<file path="config.mk">
export PLATFORM = sky130hd
export DESIGN_NAME = ir_runlen_sampler
export DESIGN_NICKNAME = d
export VERILOG_FILES = /design/src/rtl/ir_rl_pkg.sv /design/src/rtl/ir_tick_gen.sv /design/src/rtl/ir_level_filter.sv /design/src/rtl/ir_run_encoder.sv /design/src/rtl/ir_runlen_sampler.sv
export SDC_FILE = /design/constraint.sdc
export NUM_CORES = 1
export LEC_CHECK = 0
export BUFFER_PORTS_ARGS = -buffer_cell sky130_fd_sc_hd__buf_4
export CORE_MARGIN = 2
export CORE_UTILIZATION = 32
export CTS_CLUSTER_DIAMETER = 200
export CTS_CLUSTER_SIZE = 25
export DETAILED_ROUTE_END_ITERATION = 7
export PLACE_DENSITY = 0.47
export SYNTH_ARGS = -nofsm -noshare
export SYNTH_HDL_FRONTEND = slang
export SYNTH_SLANG_ARGS = --single-unit
export TNS_END_PERCENT = 10
</file>
<file path="constraint.sdc">
create_clock -name clk -period 5.5 [get_ports clk]
set_clock_uncertainty 0.05 [all_clocks]
set_input_delay 0.825 -clock clk [delete_from_list [all_inputs] [get_ports clk]]
set_output_delay 0.825 -clock clk [all_outputs]
set_load 0.02 [all_outputs]
</file>
<file path="src/rtl/ir_rl_pkg.sv">
package ir_rl_pkg;
    localparam int RUN_W    = 7;
    localparam int SYM_W    = RUN_W + 1;
    localparam int SCALE_SH = 7;

    typedef enum logic {
        ENC_WAIT = 1'b0,
        ENC_RUN  = 1'b1
    } enc_mode_e;
endpackage

</file>
<file path="src/rtl/ir_tick_gen.sv">
module ir_tick_gen #(
    parameter int DIV_LO = 64,
    parameter int DIV_HI = 128
) (
    input  logic clk,
    input  logic rst_n,
    input  logic div_sel,
    output logic tick
);
    localparam int CNT_W = $clog2(DIV_HI);

    typedef struct packed {
        logic [CNT_W-1:0] cnt;
        logic             tick;
    } tick_st_t;

    tick_st_t st_d, st_q;
    logic [CNT_W-1:0] lim;

    always_comb begin
        st_d    = st_q;
        lim     = div_sel ? CNT_W'(DIV_HI - 1) : CNT_W'(DIV_LO - 1);
        if (st_q.cnt >= lim) begin
            st_d.cnt  = '0;
            st_d.tick = 1'b1;
        end else begin
            st_d.cnt  = st_q.cnt + 1'b1;
            st_d.tick = 1'b0;
        end
    end

    always_ff @(posedge clk or negedge rst_n) begin
        if (!rst_n) st_q <= '0;
        else        st_q <= st_d;
    end

    assign tick = st_q.tick;
endmodule

</file>
<file path="src/rtl/ir_level_filter.sv">
module ir_level_filter #(
    parameter int GLT_W = 6
) (
    input  logic             clk,
    input  logic             rst_n,
    input  logic             ir_raw,
    input  logic             invert,
    input  logic             tick,
    input  logic [GLT_W-1:0] glitch_len,
    output logic             level,
    output logic             step
);
    typedef struct packed {
        logic [1:0]       sync;
        logic             lvl;
        logic [GLT_W-1:0] cnt;
        logic             step;
    } flt_st_t;

    flt_st_t st_d, st_q;
    logic           smp;
    logic [GLT_W:0] cnt_inc;

    always_comb begin
        st_d      = st_q;
        st_d.sync = {st_q.sync[0], ir_raw};
        st_d.step = tick;
        smp       = st_q.sync[1] ^ invert;
        cnt_inc   = {1'b0, st_q.cnt} + 1'b1;
        if (tick) begin
            if (smp == st_q.lvl) begin
                st_d.cnt = '0;
            end else if (cnt_inc >= {1'b0, glitch_len}) begin
                st_d.lvl = smp;
                st_d.cnt = '0;
            end else begin
                st_d.cnt = cnt_inc[GLT_W-1:0];
            end
        end
    end

    always_ff @(posedge clk or negedge rst_n) begin
        if (!rst_n) st_q <= '0;
        else        st_q <= st_d;
    end

    assign level = st_q.lvl;
    assign step  = st_q.step;
endmodule

</file>
<file path="src/rtl/ir_run_encoder.sv">
module ir_run_encoder
    import ir_rl_pkg::*;
#(
    parameter int ACT_W  = 8,
    parameter int IDLE_W = 8
) (
    input  logic              clk,
    input  logic              rst_n,
    input  logic              step,
    input  logic              level,
    input  logic [ACT_W-1:0]  act_len,
    input  logic              act_scale,
    input  logic [IDLE_W-1:0] idle_units,
    output logic              sym_valid,
    output logic [SYM_W-1:0]  sym_data,
    output logic              pkt_end,
    output logic              active
);
    localparam int ACT_CW  = ACT_W + SCALE_SH + 1;
    localparam int IDLE_CW = IDLE_W + SCALE_SH + 1;
    localparam int LEN_W   = RUN_W + 1;
    localparam logic [LEN_W-1:0] RUN_MAX = LEN_W'(1 << RUN_W);

    typedef struct packed {
        enc_mode_e          mode;
        logic [ACT_CW-1:0]  act_cnt;
        logic [IDLE_CW-1:0] idle_cnt;
        logic               run_lvl;
        logic [LEN_W-1:0]   run_len;
        logic               sym_v;
        logic [SYM_W-1:0]   sym;
        logic               pend;
    } enc_st_t;

    enc_st_t st_d, st_q;
    logic [ACT_CW-1:0]  act_base;
    logic [ACT_CW-1:0]  act_tgt;
    logic [IDLE_CW-1:0] idle_tgt;

    always_comb begin
        act_base = ACT_CW'(act_len) + ACT_CW'(1);
        act_tgt  = act_scale ? (act_base << SCALE_SH) : act_base;
        idle_tgt = (IDLE_CW'(idle_units) + IDLE_CW'(1)) << SCALE_SH;
    end

    always_comb begin
        st_d       = st_q;
        st_d.sym_v = 1'b0;
        st_d.pend  = 1'b0;
        if (step) begin
            unique case (st_q.mode)
                ENC_WAIT: begin
                    if (level) begin
                        if (st_q.act_cnt + 1'b1 >= act_tgt) begin
                            st_d.mode     = ENC_RUN;
                            st_d.act_cnt  = '0;
                            st_d.idle_cnt = '0;
                            st_d.run_lvl  = 1'b1;
                            st_d.run_len  = LEN_W'(1);
                        end else begin
                            st_d.act_cnt = st_q.act_cnt + 1'b1;
                        end
                    end else begin
                        st_d.act_cnt = '0;
                    end
                end
                ENC_RUN: begin
                    if (level == st_q.run_lvl) begin
                        if (st_q.run_len == RUN_MAX) begin
                            st_d.sym_v   = 1'b1;
                            st_d.sym     = {st_q.run_lvl, {RUN_W{1'b1}}};
                            st_d.run_len = LEN_W'(1);
                        end else begin
                            st_d.run_len = st_q.run_len + 1'b1;
                        end
                    end else begin
                        st_d.sym_v   = 1'b1;
                        st_d.sym     = {st_q.run_lvl, RUN_W'(st_q.run_len - 1'b1)};
                        st_d.run_lvl = level;
                        st_d.run_len = LEN_W'(1);
                    end
                    if (level) begin
                        st_d.idle_cnt = '0;
                    end else if (st_q.idle_cnt + 1'b1 >= idle_tgt) begin
                        st_d.sym_v    = 1'b1;
                        st_d.sym      = {1'b0, {RUN_W{1'b1}}};
                        st_d.pend     = 1'b1;
                        st_d.mode     = ENC_WAIT;
                        st_d.act_cnt  = '0;
                        st_d.idle_cnt = '0;
                        st_d.run_len  = '0;
                    end else begin
                        st_d.idle_cnt = st_q.idle_cnt + 1'b1;
                    end
                end
                default: st_d.mode = ENC_WAIT;
            endcase
        end
    end

    always_ff @(posedge clk or negedge rst_n) begin
        if (!rst_n) st_q <= '0;
        else        st_q <= st_d;
    end

    assign sym_valid = st_q.sym_v;
    assign sym_data  = st_q.sym;
    assign pkt_end   = st_q.pend;
    assign active    = (st_q.mode == ENC_RUN);
endmodule

</file>
<file path="src/rtl/ir_runlen_sampler.sv">
module ir_runlen_sampler
    import ir_rl_pkg::*;
#(
    parameter int DIV_LO = 64,
    parameter int DIV_HI = 128,
    parameter int GLT_W  = 6,
    parameter int ACT_W  = 8,
    parameter int IDLE_W = 8
) (
    input  logic              clk,
    input  logic              rst_n,
    input  logic              ir_in,
    input  logic              cfg_slow_tick,
    input  logic              cfg_invert,
    input  logic [GLT_W-1:0]  cfg_glitch_len,
    input  logic [IDLE_W-1:0] cfg_idle_units,
    input  logic [ACT_W-1:0]  cfg_act_len,
    input  logic              cfg_act_scale,
    output logic              sym_valid,
    output logic [SYM_W-1:0]  sym_data,
    output logic              pkt_end
);
    logic smp_tick;
    logic flt_level;
    logic flt_step;
    logic enc_active;

    ir_tick_gen #(
        .DIV_LO (DIV_LO),
        .DIV_HI (DIV_HI)
    ) u_tick (
        .clk     (clk),
        .rst_n   (rst_n),
        .div_sel (cfg_slow_tick),
        .tick    (smp_tick)
    );

    ir_level_filter #(
        .GLT_W (GLT_W)
    ) u_filter (
        .clk        (clk),
        .rst_n      (rst_n),
        .ir_raw     (ir_in),
        .invert     (cfg_invert),
        .tick       (smp_tick),
        .glitch_len (cfg_glitch_len),
        .level      (flt_level),
        .step       (flt_step)
    );

    ir_run_encoder #(
        .ACT_W  (ACT_W),
        .IDLE_W (IDLE_W)
    ) u_enc (
        .clk        (clk),
        .rst_n      (rst_n),
        .step       (flt_step),
        .level      (flt_level),
        .act_len    (cfg_act_len),
        .act_scale  (cfg_act_scale),
        .idle_units (cfg_idle_units),
        .sym_valid  (sym_valid),
        .sym_data   (sym_data),
        .pkt_end    (pkt_end),
        .active     (enc_active)
    );
endmodule

</file>
==> flow_summary_export.csv <==
group,metric,value,unit
clock_network,cts_tree,"built",
floorplanning,ios,38,
synth,synth_edf_count,0,
place,portBuffers,37,
floorplanning,die-area,16200,µm²
route,drtAntennaViolNets,0,
synth,syn_area,4860,µm²
sta,fin_crit,4.28,ns
sta,setup_viol,0,
route,wirelength,10300,µm
pwr,powerDensity,233,nW/µm²
clock_network,clk_latency,0.33,ns
cells_and_area,layout_commonest_cell,"dfrtp_1",
sta,rsz0062_at_grt,"no",
synth,seq_area_frac_synth,36.0,%
clock_network,cts_buffer_depth,2,
clock_network,cts_resized,0,
place,hpwl,7330,µm
synth,yosys_warnings,0,
place,dpl_cell_area,5250,µm²
synth,ys_types,53,
pwr,ir_drop,137,µV
synth,netlist_instances,542,
global_routing,grt_max_degree,71,
clock_network,root_buffer,"clkbuf_16",
synth,ys_ff_latch,70,
sta,min_period_over_period,77.8,%
cells_and_area,drive_above_1_share,12.8,%
route,avgRoutedWirePerCell,13.6,µm
floorplanning,core_region_area,15000,µm²
floorplanning,start_util,32.4,%
clock_network,clk_pin_slew,0.06,ns
synth,synthArstFlopShare,100,%
synth,ys.flop_type,"dfrtp_1",
route,first_pass_iters,4,
clock_network,hold_buffers,0,
sta,drv_slew,0,
floorplanning,die_h,127,µm
clock_network,post_cts_buffers,0,
worst_hold_path,hold_path.class,"flip-flop to flip-flop",
synth,syn_avg_cell_area,8.97,µm²
sta,max_clock_freq,0.234,GHz
sta,setup_tns,0,ns
sta,worst_slew_pin_slew,0.918,ns
sta,hold_viol,0,
cells_and_area,n_antenna_cell,0,
cells_and_area,final_area,5550,µm²
clock_network,htreeDepth,3,
cells_and_area,nNetsFinal,632,
route,vias_per_cell,5.06,
sta,slew_headroom,38.8,%
place,place.gp.congestion,0.815,
pwr,p_leak,2.55,nW
critical_path,crit_arrival,4.41,ns
route,vias,3829,
critical_path,end_kind,"flip-flop",
synth,synthesis.nets,610,
cells_and_area,final_cell_mix,"dfrtp_1 (70), nand2_1 (58), ha_1 (40), buf_4 (40), nor2_1 (37)",
global_routing,antenna_found_initial,0,
critical_path,path_max_fanout,9,
global_routing,grt_usage,13.2,%
floorplanning,num_rows,45,
global_routing,grt_overflow,0,
critical_path,cp.required,5.63,ns
cells_and_area,area_delta_synth_final,14.1,%
critical_path,cp-start-kind,"flip-flop",
route,first_iter_violations,241,
global_routing,grt_pass1_vias,3631,
floorplanning,die_w,127,µm
flow_run,drv_cap,0,
clock_network,clock_sinks,70,
critical_path,criticalPathCategory,"flip-flop to flip-flop",
route,drc,0,
global_routing,grt_pass1_wl,17500,µm
clock_network,cts_made_buffers,9,
outcome,status,"completed",
## routing by layer
layer / global-route usage (%) / part of all wire [%] / routed length (µm) / vias to the layer above
li1: - / - / - / 1953
met1: 17.0 / 47 / 4800 / 1816
met2: 22.6 / 49 / 5040 / 51
met3: 2.64 / 3.5 / 360 / 9
met4: 3.88 / 1.1 / 110 / 0
met5: 0 / 0 / 0 / -
## cells in the mapped netlist, drive strengths merged (2+ instances only)
cell,instances,area [µm²]
xnor2,34,298
and2,2,12.5
nor3b,2,25.0
nand2,58,218
nor2,38,145
and4,2,17.5
and3,13,81.3
a21oi,11,55.1
o311ai,3,48.8
nand2b,11,68.8
o21ai,36,180
xor2,20,175
mux2,2,22.5
or3,5,31.3
a2bb2oi,10,93.8
nand4,9,56.3
and2b,3,22.5
nor3,11,55.1
a41o,5,50.1
clkbuf,18,67.6
or2,4,25.0
dfrtp,70,1750
nand3,34,170
o31ai,13,97.6
a31oi,3,18.8
o22ai,6,37.5
a22o,6,52.6
nor2b,3,18.8
buf,11,83.8
a2111oi,2,42.5
inv,33,124
a211oi,2,15.0
o211ai,2,20.0
ha,40,500
a21o,6,45.0
o21bai,4,30.0
## area by class of cell
cell class | count | area [µm²]
multi-input combinational | 410 | 2840
inverter | 33 | 124
clock buffer | 13 | 260
tap | 188 | 235
sequential | 70 | 1750
timing repair buffer | 40 | 300
fill | 1500 | 9480
clock inverter | 3 | 42.5
## cell families (layout without fill, tap and decap cells)
family	count (synthesis)	after routing	synth area share (%)
compound gates	116	116	17.8
xor+xnor	54	54	9.72
fa+ha+maj	40	40	10.3
buf+inv	62	89	5.66
flops	70	70	36.0
mux	3	3	0.669
simple gates	197	197	19.8
## final timing paths
| path | start | endpoint | slack, ns | depth (start not counted) |
|---|---|---|---|---|
| max | u_enc.st_q[21]$_DFFE_PN0P_ | u_enc.sym_data[0]$_DFFE_PN0P_ | 1.22 | 12 |
| min | u_filter.st_d[9]$_DFF_PN0_ | u_filter.st_q[9]$_DFF_PN0_ | 0.31 | 0 |
| max reg2reg | u_enc.st_q[21]$_DFFE_PN0P_ | u_enc.sym_data[0]$_DFFE_PN0P_ | 1.22 | 12 |
| max in group asynchronous | rst_n | u_tick.st_q[6]$_DFF_PN0_ | 4.22 | 1 |
| min in group asynchronous | rst_n | u_enc.sym_data[5]$_DFFE_PN0P_ | 0.56 | 1 |
| min reg2reg | u_filter.st_d[9]$_DFF_PN0_ | u_filter.st_q[9]$_DFF_PN0_ | 0.31 | 0 |
## critical path, cell delays in order, from the launching register on
cell and delay [ns]:
dfrtp_1 0.43, nand3_1 0.16, nor3_1 0.52, and3_1 0.36, nand3_1 0.16, xnor2_1 0.16, ha_1 0.30, a211oi_1 0.24
nor2_1 0.11, a2111oi_4 0.55, o32ai_4 0.24, nor3_1 0.69, a2bb2oi_1 0.15
## registers in the layout, indices dropped and copies added, names as in the netlist
| signal | cells |
|---|---|
| u_enc.st_q | 41 |
| u_enc.sym_data | 8 |
| u_filter.st_q | 7 |
| u_tick.st_q | 7 |
| u_enc.active | 1 |
| u_enc.pkt_end | 1 |
| u_enc.sym_valid | 1 |
| u_filter.level | 1 |
| u_filter.st_d | 1 |
| u_filter.step | 1 |
| u_tick.tick | 1 |
## power by group
part	internal (mW)	switching, mW
registers	0.533	0.0226
clock network	0.375	0.215
logic	0.0689	0.0771
## per-stage QoR
step                std cells  util [%]  setup WS, ns  hold slack (ns)  power, mW
finish                    757      36.9          1.22            0.308       1.29
global route              757      36.9         0.788            0.319       1.36
CTS                       757      36.9          1.19            0.315       1.32
detailed placement        741      34.9          1.17            0.285      0.713
global placement          741      34.9          1.24            0.291      0.711
floorplan                 542         -          1.74            0.281      0.660
Power figures use the tool's default switching activity.
